`config.mk`:
```
export PLATFORM = sky130hd
export DESIGN_NAME = tl_ctrl_seq
export DESIGN_NICKNAME = d
export VERILOG_FILES = /design/src/rtl/tl_pkg.sv /design/src/rtl/tl_decode.sv /design/src/rtl/tl_ustore.sv /design/src/rtl/tl_nstore.sv /design/src/rtl/tl_ctrl_seq.sv
export SDC_FILE = /design/constraint.sdc
export NUM_CORES = 1
export LEC_CHECK = 0
export ABC_AREA = 1
export ABC_CLOCK_PERIOD_IN_PS = 2200
export BUFFER_PORTS_ARGS = -buffer_cell sky130_fd_sc_hd__buf_2
export CORE_ASPECT_RATIO = 1.2
export CORE_MARGIN = 2
export CORE_UTILIZATION = 53
export CTS_BUF_LIST = sky130_fd_sc_hd__clkbuf_8
export CTS_CLUSTER_DIAMETER = 60
export DETAILED_ROUTE_END_ITERATION = 12
export GPL_TIMING_DRIVEN = 1
export PLACE_DENSITY_LB_ADDON = 0.2
export SYNTH_ARGS = -nofsm -noshare
export SYNTH_HDL_FRONTEND = slang
export SYNTH_HIERARCHICAL = 1
export SYNTH_SLANG_ARGS = --single-unit
```
`constraint.sdc`:
```
create_clock -name clk -period 2.2 [get_ports clk]
set_clock_uncertainty 0.2 [all_clocks]
set_input_delay 0.44 -clock clk [delete_from_list [all_inputs] [get_ports clk]]
set_output_delay 0.44 -clock clk [all_outputs]
set_load 0.05 [all_outputs]
```
`src/rtl/tl_pkg.sv`:
```
package tl_pkg;
  parameter int OPC_W  = 4;
  parameter int UA_W   = 6;
  parameter int NI_W   = 4;
  parameter int CTRL_W = 16;
  parameter int FLAG_N = 4;

  localparam int FSEL_W = $clog2(FLAG_N);
  localparam int UDEPTH = 1 << UA_W;
  localparam int NDEPTH = 1 << NI_W;

  typedef enum logic [1:0] {
    SQ_CONT = 2'd0,
    SQ_CBR  = 2'd1,
    SQ_JUMP = 2'd2,
    SQ_END  = 2'd3
  } sq_e;

  typedef struct packed {
    sq_e               sq;
    logic [FSEL_W-1:0] fsel;
    logic [UA_W-1:0]   nxt;
    logic [NI_W-1:0]   nidx;
  } uword_t;

  localparam logic [UA_W-1:0] IDLE_UA = UA_W'(0);
  localparam logic [UA_W-1:0] ILL_UA  = UA_W'(20);

  function automatic uword_t mk(sq_e s, int f, int n, int k);
    uword_t w;
    w.sq   = s;
    w.fsel = FSEL_W'(f);
    w.nxt  = UA_W'(n);
    w.nidx = NI_W'(k);
    return w;
  endfunction

  // vertical micro-program
  function automatic uword_t ucode_at(int a);
    case (a)
      0:       return mk(SQ_END,  0, 0,  0);  // idle
      1:       return mk(SQ_CONT, 0, 0,  1);
      2:       return mk(SQ_END,  0, 0,  2);
      3:       return mk(SQ_CONT, 0, 0,  1);  // shares nano 1
      4:       return mk(SQ_END,  0, 0,  2);  // shares nano 2
      5:       return mk(SQ_JUMP, 0, 8,  3);
      8:       return mk(SQ_END,  0, 0,  4);
      10:      return mk(SQ_CONT, 0, 0,  5);
      11:      return mk(SQ_CBR,  0, 13, 6);  // loop test on flag 0
      12:      return mk(SQ_JUMP, 0, 11, 7);
      13:      return mk(SQ_END,  0, 0,  8);
      14:      return mk(SQ_CBR,  2, 16, 9);
      15:      return mk(SQ_END,  0, 0,  10);
      16:      return mk(SQ_END,  0, 0,  11);
      20:      return mk(SQ_CONT, 0, 0,  12); // illegal routine
      21:      return mk(SQ_END,  0, 0,  13);
      default: return mk(SQ_JUMP, 0, 20, 0);
    endcase
  endfunction

  // horizontal nano-word contents
  function automatic logic [CTRL_W-1:0] nano_at(int k);
    logic [3:0] kk;
    logic [7:0] oh;
    kk = 4'(k);
    oh = 8'h01 << kk[2:0];
    if (k == 0) return '0;
    return CTRL_W'({kk, ~kk, oh});
  endfunction
endpackage

```
`src/rtl/tl_decode.sv`:
```
module tl_decode
  import tl_pkg::*;
(
  input  logic [OPC_W-1:0] opcode,
  output logic [UA_W-1:0]  entry,
  output logic             hit
);
  always_comb begin
    hit   = 1'b1;
    entry = ILL_UA;
    case (opcode)
      OPC_W'(1): entry = UA_W'(1);
      OPC_W'(2): entry = UA_W'(3);
      OPC_W'(3): entry = UA_W'(5);
      OPC_W'(4): entry = UA_W'(10);
      OPC_W'(5): entry = UA_W'(14);
      default: begin
        hit   = 1'b0;
        entry = ILL_UA;
      end
    endcase
  end
endmodule

```
`src/rtl/tl_ustore.sv`:
```
module tl_ustore
  import tl_pkg::*;
(
  input  logic [UA_W-1:0] addr,
  output uword_t          word
);
  uword_t rom [UDEPTH];

  for (genvar g = 0; g < UDEPTH; g++) begin : g_urom
    assign rom[g] = ucode_at(g);
  end

  assign word = rom[addr];
endmodule

```
`src/rtl/tl_nstore.sv`:
```
module tl_nstore
  import tl_pkg::*;
(
  input  logic              clk,
  input  logic              rst_n,
  input  logic              en,
  input  logic [NI_W-1:0]   idx,
  output logic [CTRL_W-1:0] ctrl_q
);
  logic [CTRL_W-1:0] rom [NDEPTH];
  logic [CTRL_W-1:0] ctrl_d;

  for (genvar g = 0; g < NDEPTH; g++) begin : g_nrom
    assign rom[g] = nano_at(g);
  end

  always_comb begin
    ctrl_d = ctrl_q;
    if (en) ctrl_d = rom[idx];
  end

  always_ff @(posedge clk or negedge rst_n) begin
    if (!rst_n) ctrl_q <= '0;
    else        ctrl_q <= ctrl_d;
  end
endmodule

```
`src/rtl/tl_ctrl_seq.sv`:
```
module tl_ctrl_seq
  import tl_pkg::*;
(
  input  logic              clk,
  input  logic              rst_n,
  input  logic              op_valid,
  input  logic [OPC_W-1:0]  opcode,
  input  logic [FLAG_N-1:0] flags,
  output logic [CTRL_W-1:0] ctrl_out,
  output logic              instr_done
);
  logic            rs_meta, rs_n;
  logic [UA_W-1:0] uaddr_q, uaddr_d;
  logic [UA_W-1:0] entry;
  logic            dec_hit;
  logic            at_idle, dispatch;
  uword_t          uw;

  // asynchronous assert, synchronous release
  always_ff @(posedge clk or negedge rst_n) begin
    if (!rst_n) begin
      rs_meta <= 1'b0;
      rs_n    <= 1'b0;
    end else begin
      rs_meta <= 1'b1;
      rs_n    <= rs_meta;
    end
  end

  tl_decode u_dec (.opcode(opcode), .entry(entry), .hit(dec_hit));
  tl_ustore u_us  (.addr(uaddr_q), .word(uw));
  tl_nstore u_ns  (.clk(clk), .rst_n(rs_n), .en(1'b1), .idx(uw.nidx), .ctrl_q(ctrl_out));

  assign at_idle    = (uaddr_q == IDLE_UA);
  assign dispatch   = at_idle || (uw.sq == SQ_END);
  assign instr_done = (uw.sq == SQ_END) && !at_idle;

  always_comb begin
    uaddr_d = IDLE_UA;
    if (dispatch) begin
      uaddr_d = op_valid ? entry : IDLE_UA;
    end else begin
      case (uw.sq)
        SQ_CONT: uaddr_d = uaddr_q + UA_W'(1);
        SQ_CBR:  uaddr_d = flags[uw.fsel] ? uw.nxt : uaddr_q + UA_W'(1);
        SQ_JUMP: uaddr_d = uw.nxt;
        default: uaddr_d = IDLE_UA;
      endcase
    end
  end

  always_ff @(posedge clk or negedge rs_n) begin
    if (!rs_n) uaddr_q <= IDLE_UA;
    else       uaddr_q <= uaddr_d;
  end

  AST_IDLE_HOLD: assert property (@(posedge clk) disable iff (!rs_n)
    (at_idle && !op_valid) |=> (at_idle && ctrl_out == '0));
  AST_DISPATCH_ENTRY: assert property (@(posedge clk) disable iff (!rs_n)
    (dispatch && op_valid && dec_hit) |=> (uaddr_q == $past(entry)));
  AST_ILLEGAL_VECTOR: assert property (@(posedge clk) disable iff (!rs_n)
    (dispatch && op_valid && !dec_hit) |=> (uaddr_q == ILL_UA));
  AST_DONE_SINGLE: assert property (@(posedge clk) disable iff (!rs_n)
    instr_done |=> !instr_done);
  AST_BUSY_IGNORES_VALID: assert property (@(posedge clk) disable iff (!rs_n)
    (!dispatch && uw.sq == SQ_CONT) |=> (uaddr_q == $past(uaddr_q) + UA_W'(1)));
endmodule

```
==> results.json, run 1 <==
{
  "grt_max_degree": 18,
  "dr.pass1.iters": 4,
  "fin_crit_ns": 2.48,
  "avgRoutedWirePerCell_um": 11.6,
  "fp-row-count": 23,
  "antenna_cells": 0,
  "worst_ep_required_time_ns": 1.56,
  "fin_crit_sh_pct": 113,
  "die_area_mm2": 0.00398,
  "outcome": "complete, but fails checks",
  "routed_wl_mm": 4.48,
  "start_util_pct": 55.4,
  "hold_violations": 0,
  "insertion_delay_ns": 0.26,
  "nNetsFinal": 371,
  "synth_top_area_share_pct": 32.5,
  "first_global_vias": 1759,
  "startpoint_type": "flop",
  "cts.path.max_buffers": 2,
  "port_buffers": 27,
  "num_vias": 1897,
  "synthCells": 283,
  "drtIter0Drc": 75,
  "drive_above_1_share_pct": 31.1,
  "final_cell_mix": "nand2_1 (102), buf_4 (32), buf_2 (26)",
  "fin_util_pct": 73.4,
  "antenna_left": 0,
  "vias_per_cell": 4.90,
  "leakagePower_nw": 1.37,
  "cts_made_buffers": 3,
  "hp-class": "reg -> reg",
  "ff2ff_setup_slack_ns": -0.20,
  "drv_cap": 0,
  "drv_slew": 0,
  "violations": "negative setup slack",
  "reg2regPathDepth": 16,
  "grt_usage_pct": 24.4,
  "preCtsSetupSlack_ns": -0.0516,
  "ir_drop_mv": 1.22,
  "gp_congestion": 0.874,
  "ys_types": 29,
  "drc": 0,
  "yosysSeqAreaShare_pct": 32.5,
  "cts_tree": "done",
  "endpoint": "instr_done",
  "grt_first_pass_wirelength_mm": 7.56,
  "r2r-start": "uaddr_q[0]$_DFF_PN0_",
  "clock-sinks": 24,
  "cts_max_level": 1,
  "finalSetupViolations": 6,
  "fin_cells": 387,
  "synth.area.top_cells": "dfrtp_1 (32%), nand2_1 (22%), nand3_1 (6.8%)",
  "fin_ws_ns": -0.285,
  "clock.fmax_mhz": 402,
  "clk_pin_slew_ns": 0.08,
  "arrival_ns": 1.84,
  "gr-total-overflow": 0,
  "clock-root-buffer": "clkbuf_8",
  "rsz0062_at_grt": "yes",
  "die_h_um": 68.7,
  "hpwl_mm": 3.50,
  "cp_max_fo": 4,
  "synth_area_mm2": 0.00185,
  "antenna_found_initial": 0,
  "endpoint_kind": "output pin",
  "path_class": "reg -> out",
  "place_inst": 376,
  "multi_input_area_mm2": 0.00115,
  "die_w_um": 57.9,
  "io_pins": 28,
  "yosys.area.top_type": "dfrtp_1",
  "fill_cells": 249,
  "syn_avg_cell_area_um2": 6.53,
  "synth_warnings": 6,
  "areaGrowthSynthToFinish_pct": 32.5,
  "r2r-end": "uaddr_q[1]$_DFF_PN0_",
  "p_per_area_mw_per_mm2": 1490,
  "critPathLaunch": "uaddr_q[0]$_DFF_PN0_",
  "final_common_cell": "nand2_1",
  "ys_ff_latch": 24,
  "fp.coreArea_mm2": 0.00334,
  "seq_area_um2": 606
}
==> worst min path at each step <==
| stage | end | start | cells past startpoint | slack [ns] |
|---|---|---|---|---|
| after floorplan | rs_meta$_DFF_PN0_ | rst_n | 0 | -0.06 |
| after global placement | u_ns/ctrl_q[6]$_DFFE_PN0P_ | rs_n$_DFF_PN0_ | 0 | -0.04 |
| after detailed placement | u_ns/ctrl_q[6]$_DFFE_PN0P_ | rs_n$_DFF_PN0_ | 0 | -0.04 |
| after CTS | rs_n$_DFF_PN0_ | rs_meta$_DFF_PN0_ | 0 | 0.17 |
| after global routing | rs_n$_DFF_PN0_ | rs_meta$_DFF_PN0_ | 0 | 0.18 |
| final | rs_n$_DFF_PN0_ | rs_meta$_DFF_PN0_ | 0 | 0.17 |
==> state kept, by name, summed over array words and instances (netlist names) <==
| register | flops |
|---|---|
| rs_n | 1 |
| uaddr_q | 6 |
| u_ns/ctrl_q | 16 |
| rs_meta | 1 |
==> cells in the mapped netlist <==
| cell | count |
|---|---|
| dfrtp_1 | 24 |
| nor2_1 | 30 |
| xor2_1 | 1 |
| o21ai_1 | 11 |
| nand2_2 | 5 |
| nor3_1 | 1 |
| inv_4 | 1 |
| o22ai_1 | 1 |
| ha_1 | 9 |
| a21o_1 | 1 |
| xnor2_1 | 1 |
| nand3_1 | 25 |
| nand3_4 | 1 |
| nor2_2 | 2 |
| nand3_2 | 1 |
| nor2_4 | 2 |
| nand2_1 | 106 |
| o21ai_0 | 5 |
| buf_6 | 2 |
| buf_4 | 5 |
| nand2_4 | 2 |
| inv_2 | 5 |
| nand4_1 | 4 |
| conb_1 | 3 |
| nor3_2 | 1 |
| clkinv_1 | 1 |
| a21oi_2 | 1 |
| inv_1 | 29 |
| a21oi_1 | 3 |
==> metrics by stage <==
stage	cell area [µm²]	hold slack [ns]	setup TNS, ns	total power (W)
detailed placement	2270	-0.0421	-0.0516	0.00304
finish	2450	0.167	-1.10	0.00365
global route	2450	0.185	-1.87	0.00393
floorplan	1920	-0.0556	0	0.00238
global placement	2270	-0.0409	-0.0363	0.00301
CTS	2430	0.169	-0.556	0.00361
==> worst max-delay path, stage by stage, from the launching register on <==
cell and delay, ns:
dfrtp_2 0.42, inv_4 0.07, ha_1 0.20, nor2_1 0.12, nand2_1 0.09, nand3_1 0.10, nor2_1 0.05, nor2_2 0.13
nand2_2 0.08, inv_2 0.06, nand2_2 0.05, clkinvlp_4 0.07, buf_8 0.13
==> routing by layer <==
metal | GRT usage (%) | vias up | share of wire, %
li1 | - | 998 | -
met1 | 30.0 | 845 | 42
met2 | 45.0 | 44 | 53
met3 | 2.61 | 10 | 3.1
met4 | 7.27 | 0 | 1.8
met5 | 0 | - | 0
==> area by class of cell <==
class	count	area share [%]
clock buffers	3	1.68
clock inverters	1	1.23
inverters	36	5.97
multi-input cells	223	46.8
flip-flops and latches	24	24.7
well taps	37	1.89
repair buffers	63	17.8
==> repair_timing <==
| action | 4_1_cts | 5_1_grt |
|---|---|---|
| gates resized for setup | 12 | 5 |
| endpoints found under the hold margin | 11 | 0 |
| hold buffers | 3 | 0 |
| endpoints found under the setup margin | 1 | 20 |
| pin swaps | 6 | 3 |
| buffers inserted | 3 | 1 |
==> logic make-up after synthesis <==
group,count (synthesis),share of synthesized area (%)
XOR/XNOR,2,0.947
adder cells (fa/ha/maj),9,6.09
AO/OA/AOI/OAI,22,6.36
other,3,0.609
buffers and inverters,43,10.7
flip-flops,24,32.5
AND/OR/NAND/NOR,180,42.8
==> report_power, final <==
| part | switching, W | total, W | internal, W | leakage [nW] |
|---|---|---|---|---|
| sequential | 0.000123 | 0.000721 | 0.000598 | 0.305 |
| combinational | 0.00167 | 0.00255 | 0.000881 | 1.03 |
| clock | 0.000138 | 0.000381 | 0.000243 | 0.0357 |
| total | 0.00193 | 0.00365 | 0.00172 | 1.37 |
No activity file was read; power rests on OpenSTA's default activity.
==> run 2: changes to the inputs <==
--- a/config.mk
+++ b/config.mk
@@ -8,9 +8,11 @@
 export ABC_AREA = 1
 export ABC_CLOCK_PERIOD_IN_PS = 2200
 export BUFFER_PORTS_ARGS = -buffer_cell sky130_fd_sc_hd__buf_2
+export CELL_PAD_IN_SITES_DETAIL_PLACEMENT = 0
+export CELL_PAD_IN_SITES_GLOBAL_PLACEMENT = 2
 export CORE_ASPECT_RATIO = 1.2
 export CORE_MARGIN = 2
-export CORE_UTILIZATION = 53
+export CORE_UTILIZATION = 29
 export CTS_BUF_LIST = sky130_fd_sc_hd__clkbuf_8
 export CTS_CLUSTER_DIAMETER = 60
 export DETAILED_ROUTE_END_ITERATION = 12
==> run 2 against run 1 <==
  * Routed wire length is 13% higher
  * The flow still finishes with violations (negative setup slack)
  * Register-to-register slack better by 0.26 ns
  * Largest cell class unchanged
  * Critical path depth stayed put
  * Cell area is 11% higher
  * Combinational power is 25% higher
  * Final cell count is 15% higher
  * Sequential power is 2% lower
  * Sequential share of layout area is 2.6 points lower
  * Count of clock-buffer cells in the layout stayed put
  * First-iteration DRC count is 16% lower
==> results.json, run 2 (synthesized netlist as in run 1, its figures left out) <==
{
  "outcome": "complete, but fails checks",
  "violations": "negative setup slack",
  "nNetsFinal": 383,
  "antenna_left": 0,
  "r2r-end": "uaddr_q[4]$_DFF_PN0_",
  "finalSetupTns_ns": -0.239,
  "top_register": "u_ns/ctrl_q",
  "fp.coreArea_mm2": 0.00609,
  "p_per_area_mw_per_mm2": 1580,
  "antenna_cells": 0,
  "cts_made_buffers": 3,
  "drtIter0Drc": 63,
  "io_pins": 28,
  "startpoint_type": "flop",
  "gr-total-overflow": 0,
  "whs_ns": 0.0160,
  "gp_congestion": 0.798,
  "drive_above_1_share_pct": 40.9,
  "fin_cells": 444,
  "fill_cells": 662,
  "drc": 0,
  "path_class": "reg -> out",
  "critPathLaunch": "uaddr_q[0]$_DFF_PN0_",
  "fp-row-count": 31,
  "grt_max_degree": 23,
  "drv_cap": 0,
  "insertion_delay_ns": 0.26,
  "fin_crit_ns": 2.44,
  "final_cell_mix": "nand2_1 (90), buf_4 (40), buf_2 (26)",
  "clock-sinks": 24,
  "areaGrowthSynthToFinish_pct": 47.8,
  "drv_slew": 0,
  "die_area_mm2": 0.00703,
  "hp-class": "reg -> async",
  "final_common_cell": "nand2_1",
  "reg_top3": "u_ns/ctrl_q: 16 flops, uaddr_q: 6 flops",
  "clock-root-buffer": "clkbuf_8",
  "p_switching_w": 0.00222,
  "vias_per_cell": 4.33,
  "cts_tree": "done",
  "fin_crit_sh_pct": 111,
  "placed_area_mm2": 0.00235,
  "worst_ep_required_time_ns": 1.56,
  "ff2ff_setup_slack_ns": 0.06,
  "first_global_vias": 1946,
  "leakagePower_nw": 1.47,
  "p_sw_share_pct": 51.5,
  "arrival_ns": 1.80,
  "grt_usage_pct": 15.3,
  "p_int_w": 0.00209,
  "rsz0062_at_grt": "yes",
  "largest_reg_flops": 16,
  "hold_violations": 0,
  "cp_max_fo": 4,
  "cts_max_level": 1,
  "routed_wl_mm": 5.08,
  "endpoint_kind": "output pin",
  "hpwl_mm": 3.98,
  "combPwrFrac_pct": 74.4,
  "cts.path.max_buffers": 2,
  "endpoint": "instr_done",
  "die_w_um": 76.9,
  "r2r-start": "uaddr_q[0]$_DFF_PN0_",
  "finalSetupViolations": 1,
  "clk_pin_slew_ns": 0.09,
  "avgRoutedWirePerCell_um": 11.4,
  "clkPwrFrac_pct": 9.1,
  "dr.pass1.iters": 4,
  "seqPwrFrac_pct": 16.5,
  "place_inst": 425,
  "ir_drop_mv": 0.990,
  "num_vias": 1921,
  "grt_first_pass_wirelength_mm": 8.80,
  "start_util_pct": 30.4,
  "port_buffers": 27,
  "die_h_um": 91.5,
  "clock.fmax_mhz": 410,
  "reg2regPathDepth": 19,
  "antenna_found_initial": 0,
  "fin_ws_ns": -0.239,
  "finalInstanceArea_mm2": 0.00273
}
==> run 2: cell types whose count changed in the layout (fill, tap and decap cells not counted), sizes merged <==
cell         previous run  this run
dlygate4sd3             3         1
buf                    60        74
==> run 2: worst max-delay path: stages, from the launching register on <==
cell	delay, ns
dfrtp_2	0.44
inv_4	0.10
ha_4	0.21
nor2_4	0.08
nand2_2	0.06
nand3_2	0.08
nor2_2	0.04
nor2_2	0.13
nand2_2	0.07
inv_2	0.06
nand2_2	0.06
clkinvlp_4	0.07
buf_8	0.13
==> run 2: metrics by stage <==
| step | power (W) | setup slack, ns | util [%] |
|---|---|---|---|
| detailed placement | 0.00319 | -0.0701 | 38.5 |
| finish | 0.00430 | -0.239 | 44.9 |
| floorplan | 0.00238 | 0.0118 | - |
| global placement | 0.00320 | -0.0616 | 38.5 |
| CTS | 0.00383 | -0.255 | 41.1 |
| global route | 0.00467 | -0.358 | 44.9 |
==> run 2: final cells by class <==
type / count / area [µm²] / area share [%]
clock buffer: 3 / 41.3 / 1.51
clock inverter: 1 / 30.0 / 1.10
inverter: 36 / 154 / 5.63
multi-input combinational: 223 / 1270 / 46.4
sequential: 24 / 603 / 22.1
tap: 82 / 103 / 3.75
timing repair buffer: 75 / 534 / 19.6
==> run 2: how the worst min path moves through the flow <==
stage | start | to | slack (ns)
final | rs_n$_DFF_PN0_ | u_ns/ctrl_q[14]$_DFFE_PN0P_ | 0.02
after global routing | rs_n$_DFF_PN0_ | u_ns/ctrl_q[5]$_DFFE_PN0P_ | 0.06
after CTS | rs_n$_DFF_PN0_ | uaddr_q[2]$_DFF_PN0_ | 0.03
after detailed placement | rs_n$_DFF_PN0_ | u_ns/ctrl_q[1]$_DFFE_PN0P_ | 0.02
after global placement | rs_n$_DFF_PN0_ | u_ns/ctrl_q[14]$_DFFE_PN0P_ | 0.02
after floorplan | rst_n | rs_meta$_DFF_PN0_ | -0.06
==> run 2: power by group through the flow <==
stage | clock network (W) | logic [W] | registers, W
global route | 0.000419 | 0.00352 | 0.000730
floorplan | 0 | 0.00123 | 0.00115
finish | 0.000390 | 0.00320 | 0.000710
CTS | 0.000404 | 0.00271 | 0.000712
detailed placement | 0 | 0.00247 | 0.000719
global placement | 0 | 0.00248 | 0.000715
==> run 2: what timing repair did <==
item                                   4_1_cts  5_1_grt
setup endpoints to repair                    1       21
gates resized for setup                     13       50
pin swaps                                    7       14
endpoints found under the hold margin        2        0
buffers inserted                             6        8
hold buffers                                 1        0
==> run 2: routing by layer <==
| metal | vias up | track usage (%) | part of all wire, % |
|---|---|---|---|
| li1 | 1025 | - | - |
| met1 | 859 | 17.9 | 44 |
| met2 | 27 | 28.3 | 52 |
| met3 | 10 | 1.99 | 2.4 |
| met4 | 0 | 5.15 | 2.4 |
| met5 | - | 0 | 0 |
